<file path="src/rtl/sio_reg_pkg.sv">
package sio_reg_pkg;

    localparam int WORD_W   = 32;
    localparam int BYTE_W   = 8;
    localparam int WIN_AW   = 10;
    localparam int CFG_N    = 5;

    localparam int ST_RXNE  = 5;
    localparam int ST_TC    = 6;
    localparam int ST_TXE   = 7;
    localparam int C1_RE    = 2;
    localparam int C1_RXIE  = 5;
    localparam int C1_UE    = 13;

    localparam logic [WORD_W-1:0] STAT_RST      = 32'h0000_00C0;
    localparam logic [WORD_W-1:0] STAT_LOAD_MAX = 32'h0000_03FF;
    localparam logic [WORD_W-1:0] TX_LIMIT      = 32'h0000_F000;
    localparam logic [WORD_W-1:0] READ_MASK     = 32'h0000_03FF;

    typedef enum logic [2:0] {
        SEL_STAT  = 3'd0,
        SEL_DATA  = 3'd1,
        SEL_BAUD  = 3'd2,
        SEL_CTL1  = 3'd3,
        SEL_CTL2  = 3'd4,
        SEL_CTL3  = 3'd5,
        SEL_GUARD = 3'd6,
        SEL_NONE  = 3'd7
    } reg_sel_e;

    typedef struct packed {
        logic              wr;
        logic              rd;
        reg_sel_e          sel;
        logic [WORD_W-1:0] wdata;
    } bus_req_t;

    function automatic reg_sel_e decode(input logic [WIN_AW-1:0] a);
        if (a[WIN_AW-1:5] != '0) return SEL_NONE;
        return reg_sel_e'(a[4:2]);
    endfunction

    // Storage slot i of the plain configuration bank maps to this selector.
    function automatic reg_sel_e cfg_sel(input int i);
        case (i)
            0:       return SEL_BAUD;
            1:       return SEL_CTL1;
            2:       return SEL_CTL2;
            3:       return SEL_CTL3;
            default: return SEL_GUARD;
        endcase
    endfunction

    // Dual rule: small values load (transmit-empty forced), large values clear by AND.
    function automatic logic [WORD_W-1:0] stat_write(input logic [WORD_W-1:0] cur,
                                                     input logic [WORD_W-1:0] val);
        logic [WORD_W-1:0] r;
        if (val <= STAT_LOAD_MAX) begin
            r = val;
            r[ST_TXE] = 1'b1;
        end else begin
            r = cur & val;
        end
        return r;
    endfunction

endpackage

</file>
<file path="src/rtl/sio_cfg_regs.sv">
module sio_cfg_regs
    import sio_reg_pkg::*;
#(
    parameter int N = CFG_N
) (
    input  logic                      clk,
    input  logic                      rst,
    input  bus_req_t                  req,
    output logic [N-1:0][WORD_W-1:0]  regs_q
);

    for (genvar i = 0; i < N; i++) begin : g_slot
        localparam reg_sel_e SLOT_SEL = cfg_sel(i);
        logic [WORD_W-1:0] r;
        always_ff @(posedge clk) begin
            if (rst)                               r <= '0;
            else if (req.wr && req.sel == SLOT_SEL) r <= req.wdata;
        end
        assign regs_q[i] = r;
    end

endmodule

</file>
<file path="src/rtl/sio_rx_hold.sv">
module sio_rx_hold
    import sio_reg_pkg::*;
#(
    parameter int W = BYTE_W
) (
    input  logic         clk,
    input  logic         rst,
    input  logic         rx_valid,
    input  logic [W-1:0] rx_byte,
    input  logic         rxne,
    input  logic         rx_enabled,
    output logic         rx_ready,
    output logic         take,
    output logic [W-1:0] data_q
);

    logic fire;

    assign rx_ready = !rxne;
    assign fire     = rx_valid && rx_ready;
    assign take     = fire && rx_enabled;

    always_ff @(posedge clk) begin
        if (rst)       data_q <= '0;
        else if (take) data_q <= rx_byte;
    end

    assert_drop_keeps_data_R4: assert property (@(posedge clk) disable iff (rst)
        (fire && !rx_enabled) |=> $stable(data_q));

    assert_busy_after_take_R2: assert property (@(posedge clk) disable iff (rst)
        take |=> !rx_ready);

endmodule

</file>
<file path="src/rtl/sio_status_irq.sv">
module sio_status_irq
    import sio_reg_pkg::*;
(
    input  logic              clk,
    input  logic              rst,
    input  bus_req_t          req,
    input  logic              take,
    input  logic              rxie_cur,
    output logic [WORD_W-1:0] stat_q,
    output logic              irq,
    output logic              tx_valid,
    output logic [BYTE_W-1:0] tx_byte
);

    logic [WORD_W-1:0] stat_n;
    logic              irq_n;
    logic              tx_go;

    assign tx_go = req.wr && req.sel == SEL_DATA && req.wdata < TX_LIMIT;

    always_comb begin
        stat_n = stat_q;
        irq_n  = irq;
        if (req.wr) begin
            case (req.sel)
                SEL_STAT: begin
                    stat_n = stat_write(stat_q, req.wdata);
                    if (!stat_n[ST_RXNE]) irq_n = 1'b0;
                end
                SEL_DATA: if (tx_go) stat_n[ST_TC] = 1'b1;
                SEL_CTL1: if (req.wdata[C1_RXIE] && stat_q[ST_RXNE]) irq_n = 1'b1;
                default: ;
            endcase
        end
        if (req.rd && req.sel == SEL_DATA) begin
            stat_n[ST_RXNE] = 1'b0;
            irq_n           = 1'b0;
        end
        // An arriving byte wins over a same-cycle clear.
        if (take) begin
            stat_n[ST_RXNE] = 1'b1;
            if (rxie_cur) irq_n = 1'b1;
        end
    end

    always_ff @(posedge clk) begin
        if (rst) begin
            stat_q   <= STAT_RST;
            irq      <= 1'b0;
            tx_valid <= 1'b0;
            tx_byte  <= '0;
        end else begin
            stat_q   <= stat_n;
            irq      <= irq_n;
            tx_valid <= tx_go;
            if (tx_go) tx_byte <= req.wdata[BYTE_W-1:0];
        end
    end

    assert_irq_on_rx_R5: assert property (@(posedge clk) disable iff (rst)
        (take && rxie_cur) |=> irq);

    assert_read_drops_irq_R6: assert property (@(posedge clk) disable iff (rst)
        (req.rd && req.sel == SEL_DATA && !take) |=> !irq);

    assert_load_drops_irq_R9: assert property (@(posedge clk) disable iff (rst)
        (req.wr && req.sel == SEL_STAT && req.wdata <= STAT_LOAD_MAX
         && !req.wdata[ST_RXNE] && !take) |=> !irq);

    assert_tx_ignored_R10: assert property (@(posedge clk) disable iff (rst)
        (req.wr && req.sel == SEL_DATA && req.wdata >= TX_LIMIT) |=> !tx_valid);

    assert_txe_forced_R7: assert property (@(posedge clk) disable iff (rst)
        (req.wr && req.sel == SEL_STAT && req.wdata <= STAT_LOAD_MAX) |=> stat_q[ST_TXE]);

endmodule

</file>
<file path="src/rtl/sio_regblock.sv">
module sio_regblock
    import sio_reg_pkg::*;
#(
    parameter int AW = WIN_AW,
    parameter int DW = WORD_W,
    parameter int BW = BYTE_W
) (
    input  logic          clk,
    input  logic          rst,
    input  logic          bus_wr,
    input  logic          bus_rd,
    input  logic [AW-1:0] bus_addr,
    input  logic [DW-1:0] bus_wdata,
    output logic [DW-1:0] bus_rdata,
    input  logic          rx_valid,
    input  logic [BW-1:0] rx_byte,
    output logic          rx_ready,
    output logic          tx_valid,
    output logic [BW-1:0] tx_byte,
    output logic          irq
);

    localparam int PAD_W = DW - BW;

    bus_req_t                   req;
    logic [CFG_N-1:0][DW-1:0]   cfg_q;
    logic [DW-1:0]              stat_q;
    logic [BW-1:0]              data_q;
    logic                       take;
    logic [DW-1:0]              ctl1;
    logic                       rx_on;
    logic [DW-1:0]              rd_mux;

    assign req.wr    = bus_wr;
    assign req.rd    = bus_rd;
    assign req.sel   = decode(bus_addr);
    assign req.wdata = bus_wdata;

    assign ctl1  = cfg_q[1];
    assign rx_on = ctl1[C1_UE] && ctl1[C1_RE];

    sio_cfg_regs #(.N(CFG_N)) i_cfg (
        .clk    (clk),
        .rst    (rst),
        .req    (req),
        .regs_q (cfg_q)
    );

    sio_rx_hold #(.W(BW)) i_rx (
        .clk        (clk),
        .rst        (rst),
        .rx_valid   (rx_valid),
        .rx_byte    (rx_byte),
        .rxne       (stat_q[ST_RXNE]),
        .rx_enabled (rx_on),
        .rx_ready   (rx_ready),
        .take       (take),
        .data_q     (data_q)
    );

    sio_status_irq i_stat (
        .clk      (clk),
        .rst      (rst),
        .req      (req),
        .take     (take),
        .rxie_cur (ctl1[C1_RXIE]),
        .stat_q   (stat_q),
        .irq      (irq),
        .tx_valid (tx_valid),
        .tx_byte  (tx_byte)
    );

    always_comb begin
        case (req.sel)
            SEL_STAT:  rd_mux = stat_q;
            SEL_DATA:  rd_mux = {{PAD_W{1'b0}}, data_q} & READ_MASK;
            SEL_BAUD:  rd_mux = cfg_q[0];
            SEL_CTL1:  rd_mux = cfg_q[1];
            SEL_CTL2:  rd_mux = cfg_q[2];
            SEL_CTL3:  rd_mux = cfg_q[3];
            SEL_GUARD: rd_mux = cfg_q[4];
            default:   rd_mux = '0;
        endcase
    end

    always_ff @(posedge clk) begin
        if (rst)         bus_rdata <= '0;
        else if (bus_rd) bus_rdata <= rd_mux;
    end

    assert_unmapped_zero_R13: assert property (@(posedge clk) disable iff (rst)
        (bus_rd && req.sel == SEL_NONE) |=> bus_rdata == '0);

endmodule

</file>
<file path="config.mk">
export PLATFORM = sky130hd
export DESIGN_NAME = sio_regblock
export DESIGN_NICKNAME = d
export VERILOG_FILES = /design/src/rtl/sio_reg_pkg.sv /design/src/rtl/sio_cfg_regs.sv /design/src/rtl/sio_rx_hold.sv /design/src/rtl/sio_status_irq.sv /design/src/rtl/sio_regblock.sv
export SDC_FILE = /design/constraint.sdc
export NUM_CORES = 1
export LEC_CHECK = 0
export ABC_AREA = 1
export BUFFER_PORTS_ARGS = -buffer_cell sky130_fd_sc_hd__buf_2
export CORE_UTILIZATION = 42
export DETAILED_ROUTE_END_ITERATION = 7
export GPL_TIMING_DRIVEN = 0
export PLACE_DENSITY = 0.63
export SETUP_SLACK_MARGIN = 0.3
export SLEW_MARGIN = 15
export SYNTH_ARGS = -nofsm -noshare
export SYNTH_HDL_FRONTEND = slang
export SYNTH_SLANG_ARGS = --single-unit
</file>
<file path="constraint.sdc">
create_clock -name clk -period 2.02 [get_ports clk]
set_clock_uncertainty 0.2 [all_clocks]
set_input_delay 0.101 -clock clk [delete_from_list [all_inputs] [get_ports clk]]
set_output_delay 0.101 -clock clk [all_outputs]
set_load 0.005 [all_outputs]
</file>
# Word level (Yosys, flattened, before mapping)
# Cells that the tools add are included.
# totals
reg_bits	242
latchBits	0
ramBits	0
romBits	0
in_bits	55
output_inout_bits	43
wordCells	64
mem_count	0
# op_classes
addsub	0
mul	0
div	0
order_cmp	2
n_eq_ne	7
n_shift	0
n_mux	20
bitwise_logic	1
n_reduce_logical	21
# ops
operator	n
$pmux 32 s7	1
$mux 32	3
$and 32x32->32	1
$le 32x10->1 const B	1
$lt 32x16->1 const B	1
$logic_and 1x1->1	12
$mux 6	2
$mux 1	10
$eq 3x3->1 const B	3
$eq 3x2->1 const B	2
$mux 3	2
$reduce_bool 3->1	2
$reduce_bool 5->1	1
$pmux 1 s2	2
$reduce_and 2->1	2
$eq 3x1->1 const B	1
$logic_not 3->1	1
$reduce_and 3->1	1
$ne 2x1->1 const B	1
$reduce_bool 2->1	1
$logic_not 1->1	1

# Depth between registers and ports, before layout
# Gate-level depths: netlist of the first run.
# logic_depth
word_depth	12
depth_mapped	12
ltp_nobuf	11

# Modules after synthesis
# From an unflattened synthesis of the first run, not the netlist that was laid out.
# hier_totals
cells_unflattened	1792
hier_area_um2	11747.5
# by_module_without_submodules
module	instances	cells_each	area_each_um2	seq_area_each_um2
sio_cfg_regs	1	919	6383.6	3203.1
sio_regblock	1	614	3383.2	640.6
sio_status_irq	1	206	1627.8	840.8
sio_rx_hold	1	53	352.8	160.2

# Worst setup path before layout of the first run
# No wires, ideal clock.
# synth_timing
kind	input -> register
startpoint	input port bus_addr[8]
endpoint	register i_stat.stat_q[23]
t_arrival_ps	1238
slack_ps	454
cell_stages	9
path_buffers	1
path_cell_list	nor2_2 > nand3_2 > nor2_4 > nand2_1 > nor2_2 > nand2_1 > clkbuf_1 > o21ai_0 > nor2_1
# synth_between
elab_chain_cells	5
# synth_rtl
item	line_no	text
start, declared	sio_regblock.sv:12	input logic [AW-1:0] bus_addr,
$reduce_bool 5->1	sio_reg_pkg.sv:39	if (a[WIN_AW-1:5] != '0) return SEL_NONE;
$mux 1	sio_reg_pkg.sv:39	
$mux 3	sio_reg_pkg.sv:40	return reg_sel_e'(a[4:2]);
$logic_not 3->1	sio_status_irq.sv:25	case (req.sel)
$reduce_and 2->1 (no source line)	n/a	
end signal, assigned	sio_status_irq.sv:53	stat_q <= stat_n;
end, declared	sio_status_irq.sv:9	output logic [WORD_W-1:0] stat_q,
# No other way between the ends.
# A chain may end at the register's enable or synchronous reset.

==> results.md, run 1 <==
- Outcome: complete, no violations
- WP data arrival: 1.90 ns
- Nets: about 1800
- Leak: between 5 and 6 nW
- DRT iter0 DRCs: around 1300
- DPL Wire Length: 27.9 mm
- H-tree Lvls: 1
- CTS Buf Count: 27
- I/O Pins: ~100
- Final hold violations: 0
- Worst hold path class: in -> reg
- Placed cell count: ~1900
- Layout filler cell count: 2480
- Setup_tns: 0 ns
- Detailed Route WL: roughly 41 mm
- All-layer global routing usage: 0.316
- Vias: between 10000 and 15000
- Die area: 26000 um^2
- Die H: 161 um
- Crit-path max cell delay: 0.57 ns
- Syn Nets: ~1600
- Peak VDD IR: around 660 uV
- WS Path Type: in -> reg
- CP Launch Type: input pin
- DR vias/cell: approximately 5.6
- Transition time of the tightest slew-check pin: just over 0.8 ns
- Most used cell, CP: clkbuf_2
- Mapped Cells: between 1500 and 2000
- CP required: around 2.2 ns
- CP endpoint kind: flop
- Initial antenna violation count: 0
- Deepest clock path buffer count: 3
- Slew Viols, Final: 0
- Highest Clock Rate: between 500 and 600 MHz
- R2r worst-path depth: 4
- Clock root buffer master: clkbuf_16
- Die W: around 160 um
- Syn-to-layout area delta: 23.1%
- Post-layout power: roughly 10 mW
- Antenna cells: 0
- Fin cells: 2062
- RSZ-0062 raised after global routing: yes
- DR DRC count: 0
- Commonest non-fill, non-tap cell in the layout: nand2_1
- Final GP Congestion: 0.940
- Number of synthesized register bits: between 200 and 250
- Hold_ws: 0.0106 ns
- Slowest stage cell, crit path: clkbuf_1
- WL/cell: 20.0 um
- Most frequent cells in the layout: nand2_1 (326), dfxtp_1 (242), a21oi_1 (198), nand3_1 (126), buf_2 (125)
- Max_cap viols: 0
- Multi-input gate area in the final layout: between 4000 and 5000 um^2
- Later-pin clock latency in the skew report: approximately 0.54 ns
- Period utilization: 0.842
- Setup violations, final: 0
- CP cell instances: clkbuf_1 > inv_1 > clkbuf_2 > clkbuf_2 > o21ai_0 > a21oi_1
- Core area: 24600 um^2
- Starting Density: 0.433
- Yosys warnings: 0
- Netlist cell types: 22
- Seq/Total Area, Yosys: 0.454
- Slew headroom: 0.446
- Clock slew at reported path FFs: 0.06 ns
- Synth Cell Area: approximately 11000 um^2
- Largest net degree at the start of global routing: 13
- Seq. cell area: between 4000 and 5000 um^2
- Synthesized area per cell: between 6 and 7 um^2
- Layout cells sized above 1: 0.127
- Drt pass-1 iters: 7
- Antenna-violating nets left: 0
- Row cnt: 57
- Vias in the first global route: approximately 11000
- Global-route wire length before repair: around 63 mm
- PortBufs: between 90 and 100
- Total congestion overflow: 0
- Crit Path Max Fanout: 10
- Clk sink count: between 200 and 250
- Min cycle time layout: about 1.7 ns
- CTS tree: done
- PwrDens: 765 nW/um^2
- Hold Path Stages: 5
## repair_timing
item | 4_1_cts | 5_1_grt
endpoints found under the setup margin | 161 | 160
hold buffers | 60 | 0
buffers inserted | 3 | 7
pin swaps | 1 | 3
gates resized for setup | 15 | 32
endpoints found under the hold margin | 211 | 0
## flip-flops by register name, indices dropped and copies added (netlist names)
| name | count |
|---|---|
| i_stat.tx_byte | 8 |
| i_stat.tx_valid | 1 |
| i_cfg.g_slot.r | 160 |
| bus_rdata | 32 |
| i_stat.stat_q | 32 |
| i_stat.irq | 1 |
| i_rx.data_q | 8 |
## cell usage after synthesis
cell type | n | area share
a21oi_1 | 198 | 0.093
nor2_4 | 2 | 0.0021
nand3_2 | 3 | 0.0028
nor4_1 | 1 | 0.00059
o21ai_1 | 7 | 0.0033
buf_4 | 2 | 0.0014
buf_2 | 32 | 0.015
clkbuf_1 | 83 | 0.029
nor3_1 | 2 | 0.00094
inv_2 | 4 | 0.0014
nor3_2 | 2 | 0.0019
nand2_1 | 328 | 0.12
o21bai_1 | 1 | 0.00070
nand4_1 | 117 | 0.069
nand3_1 | 129 | 0.061
nor2_1 | 115 | 0.040
inv_1 | 123 | 0.043
o21ai_0 | 123 | 0.058
dfxtp_1 | 242 | 0.45
o21ai_2 | 1 | 0.00082
buf_1 | 8 | 0.0028
nor2_2 | 6 | 0.0035
## power by group
group | leakage [nW] | internal, mW | switching, mW
Clock | 0.404 | 2.59 | 2.00
Sequential | 1.95 | 4.78 | 0.00519
Combinational | 3.01 | 0.182 | 0.489
Total | 5.36 | 7.55 | 2.49
## per-stage QoR
stage / instance area [um^2] / setup WS [ns] / util
6_report: 13100 / 0.320 / 0.533
3_3_place_gp: 11500 / -0.561 / 0.469
3_5_place_dp: 11500 / -0.602 / 0.469
4_1_cts: 13000 / 0.301 / 0.528
5_1_grt: 13100 / 0.277 / 0.533
2_1_floorplan: 10700 / 0.454 / -
## final cells by class
cell class              count  share of cell area
repair buffers            162              0.0875
well taps                 324              0.0309
inverters                 127              0.0363
clock inverters            10             0.00400
plain buffers             125              0.0418
clock buffers              37              0.0574
flip-flops and latches    242               0.369
multi-input cells        1035               0.373
## cell families after synthesis
group	count (synthesis)	share of synthesized area
simple gates	705	0.297
flops	242	0.454
buf+inv	252	0.0932
compound gates	330	0.155
## worst max-delay path: cells and delay by family
kind,cells,cell delay (ns)
buffers and inverters,4,1.59
AOI/OAI and AO/OA,2,0.20
## final timing paths
path	startpoint	endpoint	slack (ns)
max reg2reg	i_cfg.g_slot[1].r[13]$_SDFFE_PP0P_	i_rx.data_q[6]$_SDFFE_PP0P_	0.45
min reg2reg	i_cfg.g_slot[2].r[8]$_SDFFE_PP0P_	i_cfg.g_slot[2].r[8]$_SDFFE_PP0P_	0.24
min	bus_addr[4]	i_stat.stat_q[1]$_SDFFE_PP0P_	0.01
max	rst	i_cfg.g_slot[4].r[4]$_SDFFE_PP0P_	0.32
## routing by layer
| layer | track usage | share of wire | up-vias |
|---|---|---|---|
| met5 | 0 | 0 | - |
| met4 | 0.146 | 0.046 | 0 |
| met2 | 0.505 | 0.45 | 557 |
| met3 | 0.0437 | 0.092 | 120 |
| met1 | 0.422 | 0.41 | 5337 |
| li1 | - | - | 5487 |
No activity file was read; power rests on OpenSTA's default activity.
==> run 2, diff against run 1 <==
--- a/config.mk
+++ b/config.mk
@@ -10,7 +10,7 @@
 export CORE_UTILIZATION = 42
 export DETAILED_ROUTE_END_ITERATION = 7
 export GPL_TIMING_DRIVEN = 0
-export PLACE_DENSITY = 0.63
+export PLACE_DENSITY = 0.65
 export SETUP_SLACK_MARGIN = 0.3
 export SLEW_MARGIN = 15
 export SYNTH_ARGS = -nofsm -noshare
==> constraint.sdc (replaced) <==
create_clock -name clk -period 1.38 [get_ports clk]
set_clock_uncertainty 0.2 [all_clocks]
set_input_delay 0.069 -clock clk [delete_from_list [all_inputs] [get_ports clk]]
set_output_delay 0.069 -clock clk [all_outputs]
set_load 0.005 [all_outputs]
==> results.md, run 2 (same netlist as run 1, synthesis figures left out) <==
- Outcome: complete, but fails checks
- Failing checks: setup timing
- Clock slew at reported path FFs: 0.06 ns (about the same)
- CP endpoint kind: flop
- CP cell instances: buf_2 > inv_1 > nand3_4 > nor2_4 > buf_8 > bufbuf_16 > nand4_1 > nand2_1 > nor2_1 > nand2_1 > nand2_1 > a21oi_1
- Starting Density: 0.433 (unchanged)
- WP data arrival: 1.91 ns (about the same)
- WL/cell: 23.9 um (+20%)
- Final worst slack: -0.259 ns (-0.579 ns)
- Min cycle time layout: 1.64 ns
- Vias: 13400 (+16%)
- Largest Register: i_cfg.g_slot.r
- Most used cell, CP: nand2_1
- Setup violations, final: 132 (+132)
- Initial antenna violation count: 3 (+3)
- Later-pin clock latency in the skew report: 0.56 ns (+0.02 ns)
- All-layer global routing usage: 0.344 (+0.0281)
- Clk sink count: 242 (unchanged)
- Slew Viols, Final: 0 (unchanged)
- Layout cells sized above 1: 0.376 (+0.249)
- RSZ-0062 raised after global routing: yes
- Worst hold path class: in -> reg
- Max reg flops: 160 (unchanged)
- Max_cap viols: 0 (unchanged)
- Setup_tns: -7.85 ns (-7.85 ns)
- Top flop regs: i_cfg.g_slot.r (160), bus_rdata (32), i_stat.stat_q (32)
- I/O Pins: 98 (unchanged)
- DRT iter0 DRCs: 1847 (+43%)
- Transition time of the tightest slew-check pin: 0.889 ns (+0.0585 ns)
- Die H: 161 um (unchanged)
- Critical path buffer and inverter count: 4 (unchanged)
- Commonest non-fill, non-tap cell in the layout: nand2_1
- PwrDens: 989 nW/um^2 (+29%)
- Antenna-violating nets left: 0 (unchanged)
- Most frequent cells in the layout: nand2_1 (245), dfxtp_1 (216), nand3_1 (118), nand4_1 (117), nor2_1 (110)
- H-tree Lvls: 1 (unchanged)
- CP Launch Type: input pin
- Final GP Congestion: 0.932 (-0.83%)
- Slowest stage cell, crit path: bufbuf_16
- WS Path Type: in -> reg
- Nets: 1878 (+5.8%)
- Total congestion overflow: 0 (unchanged)
- Deepest clock path buffer count: 3 (unchanged)
- Highest Clock Rate: between 600 and 700 MHz
- CP top delay family: simple AND/OR/NAND/NOR gates
- Global-route wire length before repair: 68.2 mm (+8.0%)
- Crit Path Max Fanout: 9 (-1)
- Core area: 24600 um^2 (unchanged)
- DR DRC count: 0 (unchanged)
- Die area: 26000 um^2 (unchanged)
- Layout filler cell count: 1832 (-26%)
- Largest net degree at the start of global routing: 14 (+1)
- Leak: 6.88 nW (+28%)
- CTS tree: done
- CTS Buf Count: 27 (unchanged)
- Final hold violations: 0 (unchanged)
- Die W: 161 um (unchanged)
- Row cnt: 57 (unchanged)
- Hold_ws: 0.00590 ns (-0.00468 ns)
- Setup WS pre-CTS: -0.869 ns (-0.268 ns)
- PortBufs: 92 (unchanged)
- Peak VDD IR: 889 uV (+35%)
- Detailed Route WL: 51.9 mm (+26%)
- Crit-path max cell delay: 0.27 ns (-0.30 ns)
- Syn-to-layout area delta: 58.3%
- Period utilization: 1.19
- DPL Wire Length: 27.8 mm (-0.40%)
- Slew headroom: 0.407 (-0.0390)
- Clock root buffer master: clkbuf_16
- Vias in the first global route: 11700 (+8.1%)
- CP required: 1.65 ns (-0.57 ns)
- Drt pass-1 iters: 6 (-1)
- DR vias/cell: 6.17 (+11%)
run 2: final timing paths:
path,slack [ns],from,to,depth (start not counted)
worst max-delay path,-0.26,bus_addr[9],bus_rdata[31]$_SDFFE_PP0P_,12
worst min-delay path,0.006,bus_addr[4],i_cfg.g_slot[0].r[26]$_SDFFE_PP0P_,6
worst max register to register,-0.01,i_cfg.g_slot[3].r[31]$_SDFFE_PP0P_,bus_rdata[31]$_SDFFE_PP0P_,6
worst min register to register,0.23,i_stat.stat_q[23]$_SDFFE_PP0P_,i_stat.stat_q[23]$_SDFFE_PP0P_,2
run 2: area by class of cell:
class                   count  area (um^2)  share of cell area
multi-input cells        1038         6230               0.369
flip-flops and latches    242         4880               0.289
repair buffers            262         2580               0.153
plain buffers             125         1250              0.0742
clock buffers              39          821              0.0486
inverters                 127          503              0.0298
well taps                 324          405              0.0240
clock inverters            10          200              0.0119
diodes                      2         5.00            0.000297
run 2: metrics by stage:
step / total power, mW / utilization / instances / cell area (um^2)
finish: 16.7 / 0.686 / 2169 / 16900
global route: 17.0 / 0.686 / 2168 / 16900
CTS: 16.4 / 0.614 / 2121 / 15100
detailed placement: 7.97 / 0.477 / 1945 / 11700
global placement: 7.97 / 0.477 / 1945 / 11700
floorplan: 7.54 / - / 1529 / 10900
run 2: routing by layer:
| metal | part of all wire | wire, um | up-vias | global-route usage |
|---|---|---|---|---|
| met2 | 0.43 | 22100 | 1098 | 0.533 |
| met5 | 0.00029 | 15 | - | 0 |
| met3 | 0.13 | 6710 | 323 | 0.0598 |
| met4 | 0.082 | 4280 | 2 | 0.200 |
| li1 | - | - | 5731 | - |
| met1 | 0.36 | 18800 | 6221 | 0.450 |
run 2: repair_timing:
action                                  in CTS  in global routing
pin swaps                                   38                 59
hold buffers                                60                  0
endpoints found under the setup margin     285                285
hold endpoints to repair                   211                  0
resized for setup                          306                439
cloned                                      20                 10
setup buffers                               47                 36
run 2: report_power, final:
part	total, mW	internal [mW]	switching (mW)
registers	7.00	7.00	0.00972
clock network	8.36	5.22	3.14
logic	1.32	0.406	0.918
run 2: worst min-delay path, stage by stage:
cell and delay, ns:
buf_2 0.18, nor2_4 0.07, buf_6 0.12, buf_6 0.14, nand3_1 0.06, a21oi_1 0.06
==> run 3, diff against run 2 <==
--- a/config.mk
+++ b/config.mk
@@ -6,11 +6,11 @@
 export NUM_CORES = 1
 export LEC_CHECK = 0
 export ABC_AREA = 1
+export ABC_CLOCK_PERIOD_IN_PS = 1380
 export BUFFER_PORTS_ARGS = -buffer_cell sky130_fd_sc_hd__buf_2
 export CORE_UTILIZATION = 42
 export DETAILED_ROUTE_END_ITERATION = 7
 export GPL_TIMING_DRIVEN = 0
-export PLACE_DENSITY = 0.65
 export SETUP_SLACK_MARGIN = 0.3
 export SLEW_MARGIN = 15
 export SYNTH_ARGS = -nofsm -noshare
==> results.md, run 3 (same netlist as run 1, synthesis figures left out) <==
- Starting Density: 0.433 (unchanged)
- Worst hold path class: in -> reg
- Fin cells: 2125 (-2.0%)
- Highest Clock Rate: 701 MHz (+15%)
- PortBufs: 92 (unchanged)
- Final hold violations: 12 (+12)
- Max_cap viols: 0 (unchanged)
- Total congestion overflow: 0 (unchanged)
- Antenna-violating nets left: 0 (unchanged)
- WP data arrival: 1.65 ns (-0.26 ns)
- DPL Wire Length: 28.4 mm (+2.0%)
- Hold buffer count at cts: 59 (-1.7%)
- Top flop regs: i_cfg.g_slot.r (160), bus_rdata (32), i_stat.stat_q (32)
- Deepest clock path buffer count: 3 (unchanged)
- Max reg flops: 160 (unchanged)
- Period utilization: 1.03 (-0.155)
- Hold_ws: -0.0930 ns (-0.0989 ns)
- Worst flop-to-flop path startpoint: i_cfg.g_slot[1].r[13]$_SDFFE_PP0P_
- Largest Register: i_cfg.g_slot.r
- Slowest stage cell, crit path: nor3_4
- Multi-input gate area in the final layout: 6030 um^2 (-3.1%)
- Most frequent cells in the layout: nand2_1 (273), dfxtp_1 (201), a21oi_1 (137), inv_1 (119), nand4_1 (117)
- DR vias/cell: 5.85 (-5.2%)
- Core area: 24600 um^2 (unchanged)
- Later-pin clock latency in the skew report: 0.54 ns (-0.02 ns)
- CP required: 1.60 ns (-0.05 ns)
- CP cell instances: buf_6 > nor2_4 > nand3_4 > buf_4 > nor3_4 > buf_6 > nand3_4 > buf_12 > buf_8 > o21ai_2 > a21oi_2
- Initial antenna violation count: 0 (-3)
- Worst setup startpoint: bus_addr[6]
- Row cnt: 57 (unchanged)
- Slew headroom: 0.369 (-0.0384)
- Die area: 26000 um^2 (unchanged)
- Critical path buffer and inverter count: 5 (+1)
- Clk sink count: 242 (unchanged)
- Clock slew at reported path FFs: 0.06 ns (about the same)
- RSZ-0062 raised after global routing: yes
- Clock root buffer master: clkbuf_16
- Crit-path max cell delay: 0.23 ns (-0.04 ns)
- DRT iter0 DRCs: 1255 (-32%)
- Slew Viols, Final: 0 (unchanged)
- Final instance area: 16000 um^2 (-5.1%)
- Transition time of the tightest slew-check pin: 0.947 ns (+0.0575 ns)
- Min cycle time layout: 1.43 ns (-0.213 ns)
- WS Path Type: in -> reg
- Layout cells sized above 1: 0.342 (-0.0340)
- Vias: 12400 (-7.1%)
- CP top delay family: buffers and inverters
- Leak: 6.45 nW (-6.3%)
- Setup_tns: -0.290 ns (+7.56 ns)
- Global-route wire length before repair: 66.4 mm (-2.7%)
- Dpl cell area: 11700 um^2 (unchanged)
- WP depth: 11 (-1)
- CP Launch Type: input pin
- Seq. cell area: 4900 um^2 (+0.33%)
- PwrDens: 975 nW/um^2 (-1.4%)
- Peak VDD IR: 722 uV (-19%)
- All-layer global routing usage: 0.333 (-0.0105)
- Syn-to-layout area delta: 50.2%
- Layout filler cell count: 2101 (+15%)
- Detailed Route WL: 46.7 mm (-10%)
- Crit Path Max Fanout: 5 (-4)
- DR DRC count: 0 (unchanged)
- Drt pass-1 iters: 6 (unchanged)
- CP endpoint kind: flop
- I/O Pins: 98 (unchanged)
- Post-layout power: 15.6 mW (-6.5%)
- CP endpoint: i_cfg.g_slot[2].r[31]$_SDFFE_PP0P_
- Commonest non-fill, non-tap cell in the layout: nand2_1
- Final worst slack: -0.0457 ns (+0.213 ns)
- Reg2reg setup slack: 0.03 ns (+0.04 ns)
- R2r worst-path depth: 5 (-1)
- Failing checks: hold timing, setup timing
- Setup violations, final: 25 (-81%)
- Die W: 161 um (unchanged)
- Outcome: complete, but fails checks
- Final GP Congestion: 0.919 (-1.4%)
- R2R Path End: i_stat.irq$_SDFF_PP0_
- WL/cell: 22.0 um (-8.1%)
- H-tree Lvls: 1 (unchanged)
- Largest net degree at the start of global routing: 13 (-1)
- Die H: 161 um (unchanged)
- CTS Buf Count: 27 (unchanged)
- Antenna cells: 0 (-2)
- Placed cell count: 1945 (unchanged)
- Vias in the first global route: 11300 (-3.5%)
- CTS tree: done
- Nets: 1838 (-2.1%)
-- run 3: final cells by class --
| type | instances | share of cell area |
|---|---|---|
| clock buffers | 38 | 0.0479 |
| inverters | 127 | 0.0309 |
| repair buffers | 223 | 0.135 |
| repair inverters | 1 | 0.000547 |
| clock inverters | 9 | 0.00750 |
| flip-flops and latches | 242 | 0.306 |
| plain buffers | 125 | 0.0703 |
| multi-input cells | 1036 | 0.377 |
| well taps | 324 | 0.0253 |
-- run 3: timing repair --
action,4_1_cts,5_1_grt
pin swaps,18,50
cloned,10,12
buffers inserted,31,21
endpoints found under the setup margin,285,285
resized for setup,201,426
hold endpoints to repair,211,11
-- run 3: worst min path at each step --
stage	start	to	slack, ns	depth (start not counted)
after detailed placement	rx_byte[6]	i_rx.data_q[6]$_SDFFE_PP0P_	0.11	3
final	rx_valid	i_rx.data_q[1]$_SDFFE_PP0P_	-0.09	5
after global routing	rx_valid	i_rx.data_q[1]$_SDFFE_PP0P_	-0.09	5
after global placement	rx_byte[0]	i_rx.data_q[0]$_SDFFE_PP0P_	0.11	3
after CTS	rx_valid	i_rx.data_q[4]$_SDFFE_PP0P_	-0.06	4
after floorplan	bus_wdata[7]	i_stat.stat_q[7]$_SDFFE_PP1P_	-0.006	2
-- run 3: layer usage --
metal	part of all wire	routed length (um)	up-vias	GRT usage
met4	0.064	2970	0	0.157
met1	0.40	18500	5900	0.445
li1	-	-	5642	-
met5	0	0	-	0
met2	0.44	20800	701	0.533
met3	0.095	4440	181	0.0460
-- run 3: worst reg2reg max path, delay by kind of cell (launching register included) --
kind	cells	cell delay [ns]
DFF	1	0.42
buffers and inverters	2	0.29
and+or+nand+nor	2	0.23
AOI/OAI and AO/OA	1	0.14
-- run 3: report_power, final --
part	total (mW)	internal, mW	switching, mW
sequential	7.01	7.00	0.00942
clock	7.37	4.40	2.97
combinational	1.24	0.366	0.875
-- run 3: per-stage QoR --
stage | utilization | setup WS [ns]
floorplan | - | -0.0692
global placement | 0.477 | -0.872
detailed placement | 0.477 | -0.875
CTS | 0.584 | 0.0380
global route | 0.651 | -0.0904
finish | 0.651 | -0.0457
